File: src/rtl/log_addsub_pkg.sv
package log_addsub_pkg;

  typedef enum logic [1:0] {
    CMD_MUL  = 2'b00,
    CMD_DIV  = 2'b01,
    CMD_ROOT = 2'b10,
    CMD_ALT  = 2'b11
  } log_cmd_e;

  typedef struct packed {
    logic zero_b;
    logic subtract;
    logic halve;
  } log_ctrl_t;

endpackage

File: src/rtl/log_rst_sync.sv
module log_rst_sync #(
  parameter int STAGES = 2
) (
  input  logic clk_i,
  input  logic rst_ni,
  output logic rst_sync_no
);
  logic [STAGES-1:0] chain_q;

  generate
    for (genvar s = 0; s < STAGES; s++) begin : g_stage
      if (s == 0) begin : g_first
        always_ff @(posedge clk_i or negedge rst_ni) begin
          if (!rst_ni) chain_q[s] <= 1'b0;
          else         chain_q[s] <= 1'b1;
        end
      end else begin : g_next
        always_ff @(posedge clk_i or negedge rst_ni) begin
          if (!rst_ni) chain_q[s] <= 1'b0;
          else         chain_q[s] <= chain_q[s-1];
        end
      end
    end
  endgenerate

  assign rst_sync_no = chain_q[STAGES-1];
endmodule

File: src/rtl/log_cmd_decode.sv
module log_cmd_decode
  import log_addsub_pkg::*;
(
  input  logic [1:0] cmd_i,
  output log_ctrl_t  ctrl_o
);
  always_comb begin
    ctrl_o = '{zero_b: 1'b0, subtract: 1'b0, halve: 1'b0};
    unique case (log_cmd_e'(cmd_i))
      CMD_DIV:  ctrl_o.subtract = 1'b1;
      CMD_ROOT: begin
        ctrl_o.zero_b = 1'b1;
        ctrl_o.halve  = 1'b1;
      end
      CMD_MUL, CMD_ALT: ctrl_o = '{zero_b: 1'b0, subtract: 1'b0, halve: 1'b0};
      default:  ctrl_o = '{zero_b: 1'b0, subtract: 1'b0, halve: 1'b0};
    endcase
  end
endmodule

File: src/rtl/log_pad_adder.sv
module log_pad_adder #(
  parameter int W = 16
) (
  input  logic [W-1:0] a_i,
  input  logic [W-1:0] b_i,
  input  logic         zero_b_i,
  input  logic         subtract_i,
  output logic [W-1:0] sum_o
);
  localparam int PW = W + 1;

  logic [W-1:0]  b_sel;
  logic [W-1:0]  b_oper;
  logic [PW-1:0] a_pad;
  logic [PW-1:0] b_pad;
  logic [PW-1:0] sum_pad;

  always_comb begin
    b_sel   = zero_b_i ? '0 : b_i;
    b_oper  = subtract_i ? ~b_sel : b_sel;
    // Extra bottom column: 1+1 carries into bit 1 when subtracting, 1+0 does not.
    a_pad   = {a_i, 1'b1};
    b_pad   = {b_oper, subtract_i};
    sum_pad = a_pad + b_pad;
    sum_o   = sum_pad[PW-1:1];
  end
endmodule

File: src/rtl/log_halve_stage.sv
module log_halve_stage #(
  parameter int W     = 16,
  parameter bit ARITH = 1'b1
) (
  input  logic [W-1:0] val_i,
  input  logic         halve_i,
  output logic [W-1:0] val_o
);
  logic fill;

  generate
    if (ARITH) begin : g_arith
      assign fill = val_i[W-1];
    end else begin : g_logic
      assign fill = 1'b0;
    end
  endgenerate

  always_comb begin
    val_o = halve_i ? {fill, val_i[W-1:1]} : val_i;
  end
endmodule

File: src/rtl/log_addsub_halve.sv
module log_addsub_halve
  import log_addsub_pkg::*;
#(
  parameter int W           = 16,
  parameter int SYNC_STAGES = 2
) (
  input  logic         clk_i,
  input  logic         rst_ni,
  input  logic [1:0]   cmd_i,
  input  logic [W-1:0] log_a_i,
  input  logic [W-1:0] log_b_i,
  output logic [W-1:0] log_q_o
);
  logic         rst_ok;
  log_ctrl_t    ctrl;
  logic [W-1:0] sum;
  logic [W-1:0] q_d;
  logic [W-1:0] q_q;

  log_rst_sync #(.STAGES(SYNC_STAGES)) i_rst_sync (
    .clk_i      (clk_i),
    .rst_ni     (rst_ni),
    .rst_sync_no(rst_ok)
  );

  log_cmd_decode i_decode (
    .cmd_i (cmd_i),
    .ctrl_o(ctrl)
  );

  log_pad_adder #(.W(W)) i_adder (
    .a_i       (log_a_i),
    .b_i       (log_b_i),
    .zero_b_i  (ctrl.zero_b),
    .subtract_i(ctrl.subtract),
    .sum_o     (sum)
  );

  log_halve_stage #(.W(W), .ARITH(1'b1)) i_halve (
    .val_i  (sum),
    .halve_i(ctrl.halve),
    .val_o  (q_d)
  );

  always_ff @(posedge clk_i or negedge rst_ok) begin
    if (!rst_ok) q_q <= '0;
    else         q_q <= q_d;
  end

  assign log_q_o = q_q;

  assert_mul_sum_R2: assert property (@(posedge clk_i) disable iff (!rst_ok)
    ($past(rst_ok) && $past(cmd_i) == 2'b00) |->
      log_q_o == W'($past(log_a_i) + $past(log_b_i)));

  assert_div_diff_R3: assert property (@(posedge clk_i) disable iff (!rst_ok)
    ($past(rst_ok) && $past(cmd_i) == 2'b01) |->
      log_q_o == W'($past(log_a_i) - $past(log_b_i)));

  assert_root_half_R4: assert property (@(posedge clk_i) disable iff (!rst_ok)
    ($past(rst_ok) && $past(cmd_i) == 2'b10) |->
      log_q_o == {$past(log_a_i[W-1]), $past(log_a_i[W-1:1])});

  assert_alt_is_mul_R5: assert property (@(posedge clk_i) disable iff (!rst_ok)
    ($past(rst_ok) && $past(cmd_i) == 2'b11) |->
      log_q_o == W'($past(log_a_i) + $past(log_b_i)));
endmodule

File: config.mk
export PLATFORM = sky130hd
export DESIGN_NAME = log_addsub_halve
export DESIGN_NICKNAME = d
export VERILOG_FILES = /design/src/rtl/log_addsub_pkg.sv /design/src/rtl/log_rst_sync.sv /design/src/rtl/log_cmd_decode.sv /design/src/rtl/log_pad_adder.sv /design/src/rtl/log_halve_stage.sv /design/src/rtl/log_addsub_halve.sv
export SDC_FILE = /design/constraint.sdc
export NUM_CORES = 1
export LEC_CHECK = 0
export ABC_AREA = 0
export BUFFER_PORTS_ARGS = -buffer_cell sky130_fd_sc_hd__buf_2
export CORE_MARGIN = 4
export CORE_UTILIZATION = 52
export DETAILED_ROUTE_END_ITERATION = 16
export GPL_TIMING_DRIVEN = 0
export PLACE_DENSITY = 0.8
export SYNTH_ARGS = -nofsm -noshare
export SYNTH_HDL_FRONTEND = slang
export SYNTH_SLANG_ARGS = --single-unit
File: constraint.sdc
create_clock -name clk_i -period 1 [get_ports clk_i]
set_clock_uncertainty 0.15 [all_clocks]
set_input_delay 0.2 -clock clk_i [delete_from_list [all_inputs] [get_ports clk_i]]
set_output_delay 0.2 -clock clk_i [all_outputs]
set_load 0.01 [all_outputs]
## Yosys cells after proc, flatten, opt, wreduce, memory -nomap -nowiden

Index checks and enable logic that the tools add are counted.

| cells by class | value |
|---|---|
| $add $sub $neg | 1 |
| equality and inequality tests | 2 |
| muxes and demuxes | 5 |
| bitwise logic cells | 1 |

Operators by type and width:

| kind | number |
|---|---|
| $mux W16 | 2 |
| $add A17 B17 Y17 | 1 |
| $not A16 Y16 | 1 |
| $mux W15 | 1 |
| $eq A2 B1 Y1 const B | 1 |
| $eq A2 B2 Y1 const B | 1 |
| $mux W1 | 2 |

| storage, ports and cells | value |
|---|---|
| flip-flop bits (word level) | 18 |
| logic and storage cells | 12 |

## Longest topological paths before layout

Gate-level depths: netlist of the first run.

| depth | value |
|---|---|
| depth after elaboration | 7 |
| mapped depth | 15 |

## Hierarchy

A second synthesis of the first run with hierarchy kept.

| second synthesis, totals | value |
|---|---|
| cell total of the unflattened synthesis | 187 |
| area total of the unflattened synthesis | 1806.7 um2 |

By module, submodules not included:

| module | times used | cells an instance | area an instance (um2) | seq. area each (um2) |
|---|---|---|---|---|
| log_pad_adder | 1 | 147 | 1084.8 | 0.0 |
| log_addsub_halve | 1 | 16 | 400.4 | 400.4 |
| log_halve_stage | 1 | 18 | 245.2 | 0.0 |
| log_rst_sync | 1 | 3 | 53.8 | 50.0 |
| log_cmd_decode | 1 | 3 | 22.5 | 0.0 |

## Worst setup path after synthesis of the first run

Ideal clock, no wire load.

| path | value |
|---|---|
| path type | input to register |
| start | in cmd_i[0] |
| end | reg q_q[9] (netlist: log_q_o[9]) |
| arrival time | 2862 ps |
| setup slack | -2150 ps |
| cell stages on the path | 15 |
| cell sequence | nand2b_1 > clkbuf_1 > and2_1 > clkbuf_1 > clkbuf_1 > nand2_1 > o21ai_0 > ha_1 > buf_2 > a21o_1 > a22o_1 > a221oi_1 > o21ai_1 > xnor2_1 > mux2i_1 |

| between the ends | value |
|---|---|
| cells in the longest elaborated chain, start to end | 7 |

RTL lines:

| what | RTL line | source |
|---|---|---|
| start, declared | log_addsub_halve.sv:9 | `input logic [1:0] cmd_i,` |
| $eq A2 B2 Y1 | log_cmd_decode.sv:9 | `unique case (log_cmd_e'(cmd_i))` |
| $mux W1 | log_cmd_decode.sv:9 |  |
| $mux W16 | log_pad_adder.sv:19 | `b_sel = zero_b_i ? '0 : b_i;` |
| $not A16 Y16 | log_pad_adder.sv:20 | `b_oper = subtract_i ? ~b_sel : b_sel;` |
| $mux W16 | log_pad_adder.sv:20 |  |
| $add A17 B17 Y17 | log_pad_adder.sv:24 | `sum_pad = a_pad + b_pad;` |
| $mux W15 * | log_halve_stage.sv:20 | `val_o = halve_i ? {fill, val_i[W-1:1]} : val_i;` |
| net i_halve.val_o[9] | log_halve_stage.sv:7 | `output logic [W-1:0] val_o` |
| end signal, assigned | log_addsub_halve.sv:47 | `else q_q <= q_d;` |
| end, declared | log_addsub_halve.sv:18 | `logic [W-1:0] q_q;` |

Mark *: on every way through the listed nets, which the timed path passes. The rest lies on a longest branch.

## Worst setup path in the final report of the first run

Ends and elaborated chain as after synthesis.

==> results of run 1 <==
final cells by class:
type | count | area [µm²]
multi-input cells | 186 | 1610
repair buffers | 92 | 602
flip-flops and latches | 18 | 450
fillers | 155 | 335
well taps | 44 | 55.1
plain buffers | 5 | 51.3
clock buffers | 4 | 36.3
inverters | 4 | 15.0
flip-flops by register name, indices dropped and copies added, names as in the netlist:
register	count
i_rst_sync.rst_sync_no	1
log_q_o	16
i_rst_sync.chain_q	1
layer usage:
metal  wire, µm  GRT usage (%)  up-vias
li1           -              -      995
met1       2600           32.5     1044
met2       3510           45.2      252
met3        859           2.87      101
met4        757           14.0        0
met5          0              0        -
where the power goes:
part           leakage, nW  internal (W)  switching [W]
clock network       0.0210      0.000221       0.000194
registers            0.210      0.000896      0.0000404
logic                 1.11       0.00108        0.00131
total                 1.34       0.00219        0.00154
cell usage after synthesis, types with 2 or more instances:
master / instances
o2111ai_1: 2
xor2_1: 3
nand2b_1: 2
a31oi_1: 4
o22ai_1: 2
and4_1: 3
mux2i_1: 5
nand4_1: 2
inv_1: 4
ha_1: 16
xnor2_1: 8
a21o_1: 8
o21ai_0: 24
nand3_1: 3
and3_1: 4
nand2_1: 33
o21a_1: 2
a21oi_1: 14
and2_1: 4
mux2_2: 2
o21bai_1: 3
nor3_1: 6
nor2b_1: 2
nor2_1: 8
clkbuf_1: 9
a211oi_1: 4
dfrtp_1: 18
buf_2: 2
metrics by stage:
step	hold slack [ns]	power, W	cells
6_report	0.0663	0.00374	353
5_1_grt	0.0695	0.00391	353
3_3_place_gp	-0.165	0.00250	315
3_5_place_dp	-0.160	0.00252	315
2_1_floorplan	-0.246	0.00206	220
4_1_cts	0.0665	0.00326	343
cells by family after synthesis:
family                   after synthesis  share of synthesized area [%]
adder cells (fa/ha/maj)               16                           11.2
AO/OA/AOI/OAI                         80                           30.8
XOR/XNOR                              11                           5.40
flip-flops                            18                           25.3
other                                  1                          0.210
buffers and inverters                 16                           3.93
multiplexers                           7                           4.07
AND/OR/NAND/NOR                       71                           19.1
worst max-delay path by stage:
stage               cells after the start           to  slack, ns     start
finish                                 15   log_q_o[9]      -1.77  cmd_i[0]
global route                           14  log_q_o[11]      -1.90  cmd_i[0]
CTS                                    14  log_q_o[10]      -1.53  cmd_i[0]
detailed placement                     15  log_q_o[12]      -2.40  cmd_i[0]
global placement                       15  log_q_o[12]      -2.36  cmd_i[0]
floorplan                              15   log_q_o[9]      -1.82  cmd_i[1]
what timing repair did:
item / in CTS / in global routing
setup endpoints to repair: 32 / 32
pin swaps: 40 / 35
hold endpoints to repair: 2 / 0
setup buffers: 28 / 13
gates resized for setup: 45 / 40
hold buffers: 1 / 0
==> flow_summary_export.csv, run 1 <==
group,metric,value,unit
setup_path,critPathTopFamily,"compound AO/OA/AOI/OAI gates",
job,drv_cap,0,
logic_synthesis,synth_area,1780,µm²
clocking,ctsRootBufferMaster,"clkbuf_4",
sta,fin_setup_tns,-27.46,ns
clocking,cts_tree,"built",
placed_design,gp_congestion,0.904,
setup_path,slowest_delay,0.32,ns
power_and_ir_drop,pwr_density_cell,1330,nW/µm²
run_status,status,"finished, violations left",
finish,drive_above_1_share,51.8,%
logic_synthesis,synthArstFlopShare,100,%
logic_synthesis,synth.distinct_cells,51,
logic_synthesis,syn_nets,272,
routing,wl,7730,µm
sta,fmax,360,MHz
finish,final_core_util,89.4,%
setup_path,critPathBufInv,4,
placed_design,place_area,2190,µm²
setup_path,crit_arrival,2.77,ns
logic_synthesis,ys.flop_type,"dfrtp_1",
die,core,3150,µm²
finish,stdcell_area,2820,µm²
routing,drtIter0Drc,343,
routing,drt-wirelength-per-cell,21.9,µm
run_status,violations,"negative setup slack",
finish,antenna_cells,0,
global_routing,antenna_found_initial,0,
power_and_ir_drop,ir_worst_vdd,0.000652,V
clocking,cts_sinks,18,
sta,finalHoldViolations,0,
die,start_util,56.5,%
sta,tightest_slew,0.578,ns
clocking,clk_pin_slew,0.09,ns
placed_design,dp_worst_setup_slack,-2.40,ns
clocking,cts_max_level,1,
logic_synthesis,synth_area_leaders,"dfrtp_1 (25%), ha_1 (11%), nand2_1 (6.9%)",
setup_path,reg2reg_depth,0,
routing,num_vias,2392,
clocking,clk_path_buf_depth,2,
routing,drc,0,
finish,final_common_cell,"buf_2",
clocking,cts_buffers,3,
global_routing,grt_overflow_total,0,
finish,num-nets-final,362,
placed_design,portBuffers,51,
setup_path,worstPathCellList,"buf_8, nand2b_4, and2_4, clkbuf_16, nand2_1, o21ai_1, ha_1, buf_6, nand4_1, o32ai_4, a221oi_4, buf_4, o21ai_2, xnor2_2, mux2i_1",
sta,layout_min_cycle_time,2.77,ns
sta,setup_slack,-1.77,ns
die,dieArea,4430,µm²
global_routing,grt_pass1_wl,9090,µm
sta,finalSetupViolCount,32,
setup_path,startpoint_type,"primary input",
setup_path,r2r-start,"i_rst_sync.rst_sync_no",
die,num_rows,20,
power_and_ir_drop,power_leakage,1.34,nW
setup_path,end_kind,"flip-flop",
setup_path,ff2ff_setup_slack,0.23,ns
setup_path,regToRegEndpoint,"log_q_o[10]",
logic_synthesis,yosysTopAreaCell,"dfrtp_1",
sta,post-route-period-util,277,%
die,die_h,66.6,µm
logic_synthesis,postSynthAreaPerCell,8.10,µm²
setup_path,cp_max_fo,7,
hold_path,min_path_type,"in -> async",
routing,viasPerCell,6.78,
finish,final_cell_mix,"buf_2 (49), buf_4 (37), nand2_1 (26)",
logic_synthesis,synth_top_area_share,25.3,%
logic_synthesis,ys_seq_elements,18,
placed_design,hpwl,3550,µm
sta,slew_violations,0,
logic_synthesis,yosysWarnings,0,
sta,rsz0062_at_grt,"yes",
routing,ant_nets,0,
global_routing,grt_pass1_vias,1971,
setup_path,cp_slowest_cell,"a221oi_4",
global_routing,grt_max_degree,17,
clocking,clk_latency,0.28,ns
logic_synthesis,netlist_instances,220,
routing,drt-pass1-iter-count,5,
finish,area_growth,58.0,%
logic_synthesis,synth_edf_count,0,
logic_synthesis,yosysSeqAreaShare,25.3,%
sta,slew_headroom,61.5,%
die,ios,52,
die,die_w,66.6,µm
setup_path,critPathKind,"in -> reg",
global_routing,grt_usage,26.5,%
setup_path,worst_ep_required_time,0.99,ns
Power figures use the tool's default switching activity.
==> run 2: changes to the inputs <==
--- a/config.mk
+++ b/config.mk
@@ -7,6 +7,7 @@
 export LEC_CHECK = 0
 export ABC_AREA = 0
 export BUFFER_PORTS_ARGS = -buffer_cell sky130_fd_sc_hd__buf_2
+export CORE_ASPECT_RATIO = 0.5
 export CORE_MARGIN = 4
 export CORE_UTILIZATION = 52
 export DETAILED_ROUTE_END_ITERATION = 16
==> run 2 against run 1 <==
Effect of this change: the run still ends with negative setup slack left; sequential share of layout area is 1.1 points higher; setup slack improved by 0.093 ns; die area grew 1.3%; highest routed layer unchanged; via count fell by 14%; first-iteration DRC count decreased by 33%.
==> flow_summary_export.csv, run 2 (synthesis gave the netlist of run 1 again) <==
group,metric,value,unit
run_status,status,"finished, violations left",
run_status,violations,"negative setup slack",
die,ios,52,
clocking,cts_buffers,3,
global_routing,grt_overflow_total,0,
die,dieArea,4490,µm²
routing,drt-pass1-iter-count,5,
routing,wl,6110,µm
placed_design,portBuffers,51,
sta,rsz0062_at_grt,"yes",
power_and_ir_drop,seqPwrFrac,27.0,%
routing,viasPerCell,6.19,
finish,drive_above_1_share,45.4,%
sta,tightest_slew,0.602,ns
clocking,clk_path_buf_depth,2,
clocking,clk_pin_slew,0.06,ns
sta,timing.hold.ws,0.0903,ns
finish,largest_reg_flops,16,
power_and_ir_drop,power_leakage,1.25,nW
setup_path,startpoint_type,"primary input",
finish,antenna_cells,0,
clocking,ctsRootBufferMaster,"clkbuf_8",
power_and_ir_drop,pwr_density_cell,1350,nW/µm²
global_routing,met2_usage,38.7,%
sta,slew_headroom,59.9,%
finish,multi_input_area,1530,µm²
routing,ant_nets,0,
sta,fmax,373,MHz
power_and_ir_drop,combPwrFrac,57.5,%
setup_path,critPathKind,"in -> reg",
routing,drc,0,
sta,setup_slack,-1.68,ns
routing,num_vias,2060,
clocking,clk_latency,0.24,ns
finish,nFillCells,177,
sta,post-route-period-util,268,%
finish,final_cell_mix,"buf_2 (49), nand2_1 (26), dfrtp_1 (18), buf_4 (18), o21ai_0 (11)",
global_routing,grt_use_met3,2.62,%
global_routing,grt_usage,23.6,%
sta,slew_violations,0,
routing,drt-wirelength-per-cell,18.4,µm
sta,finalSetupViolCount,32,
power_and_ir_drop,switching_share,39.0,%
finish,ff_latch_area,450,µm²
finish,num-nets-final,346,
hold_path,min_path_type,"reg -> async",
finish,final_common_cell,"buf_2",
die,num_rows,14,
sta,finalHoldViolations,0,
die,die_h,49.4,µm
global_routing,antenna_found_initial,0,
job,drv_cap,0,
placed_design,place_area,2190,µm²
finish,area_growth,47.5,%
global_routing,grt_max_degree,17,
power_and_ir_drop,ir_worst_vdd,0.000643,V
placed_design,gp_congestion,0.958,
power_and_ir_drop,switchingPower,0.00138,W
global_routing,top_usage_layer,"met2",
finish,stdcell_area,2630,µm²
global_routing,grt_use_met1,34.2,%
global_routing,grt_pass1_vias,1755,
routing,drtIter0Drc,229,
setup_path,end_kind,"flip-flop",
power_and_ir_drop,p_int,0.00216,W
power_and_ir_drop,p_clk_share,15.6,%
die,start_util,56.9,%
die,die_w,90.8,µm
finish,final_core_util,83.9,%
setup_path,crit_arrival,2.63,ns
die,core,3140,µm²
placed_design,hpwl,4050,µm
clocking,cts_tree,"built",
setup_path,worst_ep_required_time,0.95,ns
sta,layout_min_cycle_time,2.68,ns
clocking,cts_max_level,1,
setup_path,cp_max_fo,5,
global_routing,grt_pass1_wl,8510,µm
clocking,cts_sinks,18,
## run 2: cell count changes in the layout (fill, tap and decap cells not counted), sizes merged
| cell | previous run | this run |
|---|---|---|
| clkbuf | 8 | 10 |
| buf | 92 | 73 |
| and2 | 4 | 5 |
## run 2: final timing paths
path,from,cells past startpoint,slack [ns],end
max,cmd_i[0],13,-1.68,log_q_o[12]
min,i_rst_sync.rst_sync_no,0,0.09,log_q_o[6]
max reg2reg,i_rst_sync.rst_sync_no,0,0.23,log_q_o[4]
min reg2reg,i_rst_sync.rst_sync_no,0,0.09,log_q_o[6]
max in group asynchronous,i_rst_sync.rst_sync_no,0,0.23,log_q_o[4]
min in group clk_i,log_a_i[15],3,0.16,log_q_o[15]
## run 2: metrics by stage
step | total power (W) | setup TNS, ns | setup slack (ns) | cells
after global routing | 0.00374 | -26.78 | -1.73 | 333
after CTS | 0.00330 | -23.88 | -1.56 | 328
final | 0.00355 | -25.17 | -1.68 | 333
after detailed placement | 0.00257 | -33.91 | -2.33 | 311
after global placement | 0.00252 | -33.17 | -2.31 | 311
after floorplan | 0.00206 | -25.78 | -1.82 | 220
## run 2: layout make-up
type	count	area share [%]
repair buffers	74	18.0
multi-input cells	187	58.0
inverters	4	0.571
flip-flops and latches	18	17.1
well taps	40	1.90
clock buffers	4	2.09
plain buffers	6	2.33
## run 2: power by group through the flow
stage / clock network [W] / logic [W] / registers (W)
3_5_place_dp: 0 / 0.00160 / 0.000974
2_1_floorplan: 0 / 0.000993 / 0.00106
5_1_grt: 0.000590 / 0.00216 / 0.000984
3_3_place_gp: 0 / 0.00156 / 0.000957
4_1_cts: 0.000555 / 0.00179 / 0.000961
6_report: 0.000553 / 0.00204 / 0.000957
## run 2: per-layer routing
metal  up-vias  share of wire, %
li1        963                 -
met1       951                42
met2       120                47
met3        26               8.3
met4         0               2.9
met5         -                 0
## run 2: critical path: stages
cell      delay (ns)
buf_8           0.11
nand2b_4        0.15
and2_4          0.19
clkbuf_8        0.15
nand2_1         0.06
o21ai_0         0.13
ha_1            0.27
a21o_1          0.21
a2111o_1        0.38
a311oi_2        0.40
nor3_2          0.10
nor3_1          0.21
a31oi_1         0.07
## run 2: timing repair
item | in CTS | in global routing
hold endpoints to repair | 2 | 0
resized for setup | 30 | 35
hold buffers | 1 | 0
gates cloned | 2 | 0
setup buffers | 15 | 6
pin swaps | 27 | 27
endpoints found under the setup margin | 32 | 32
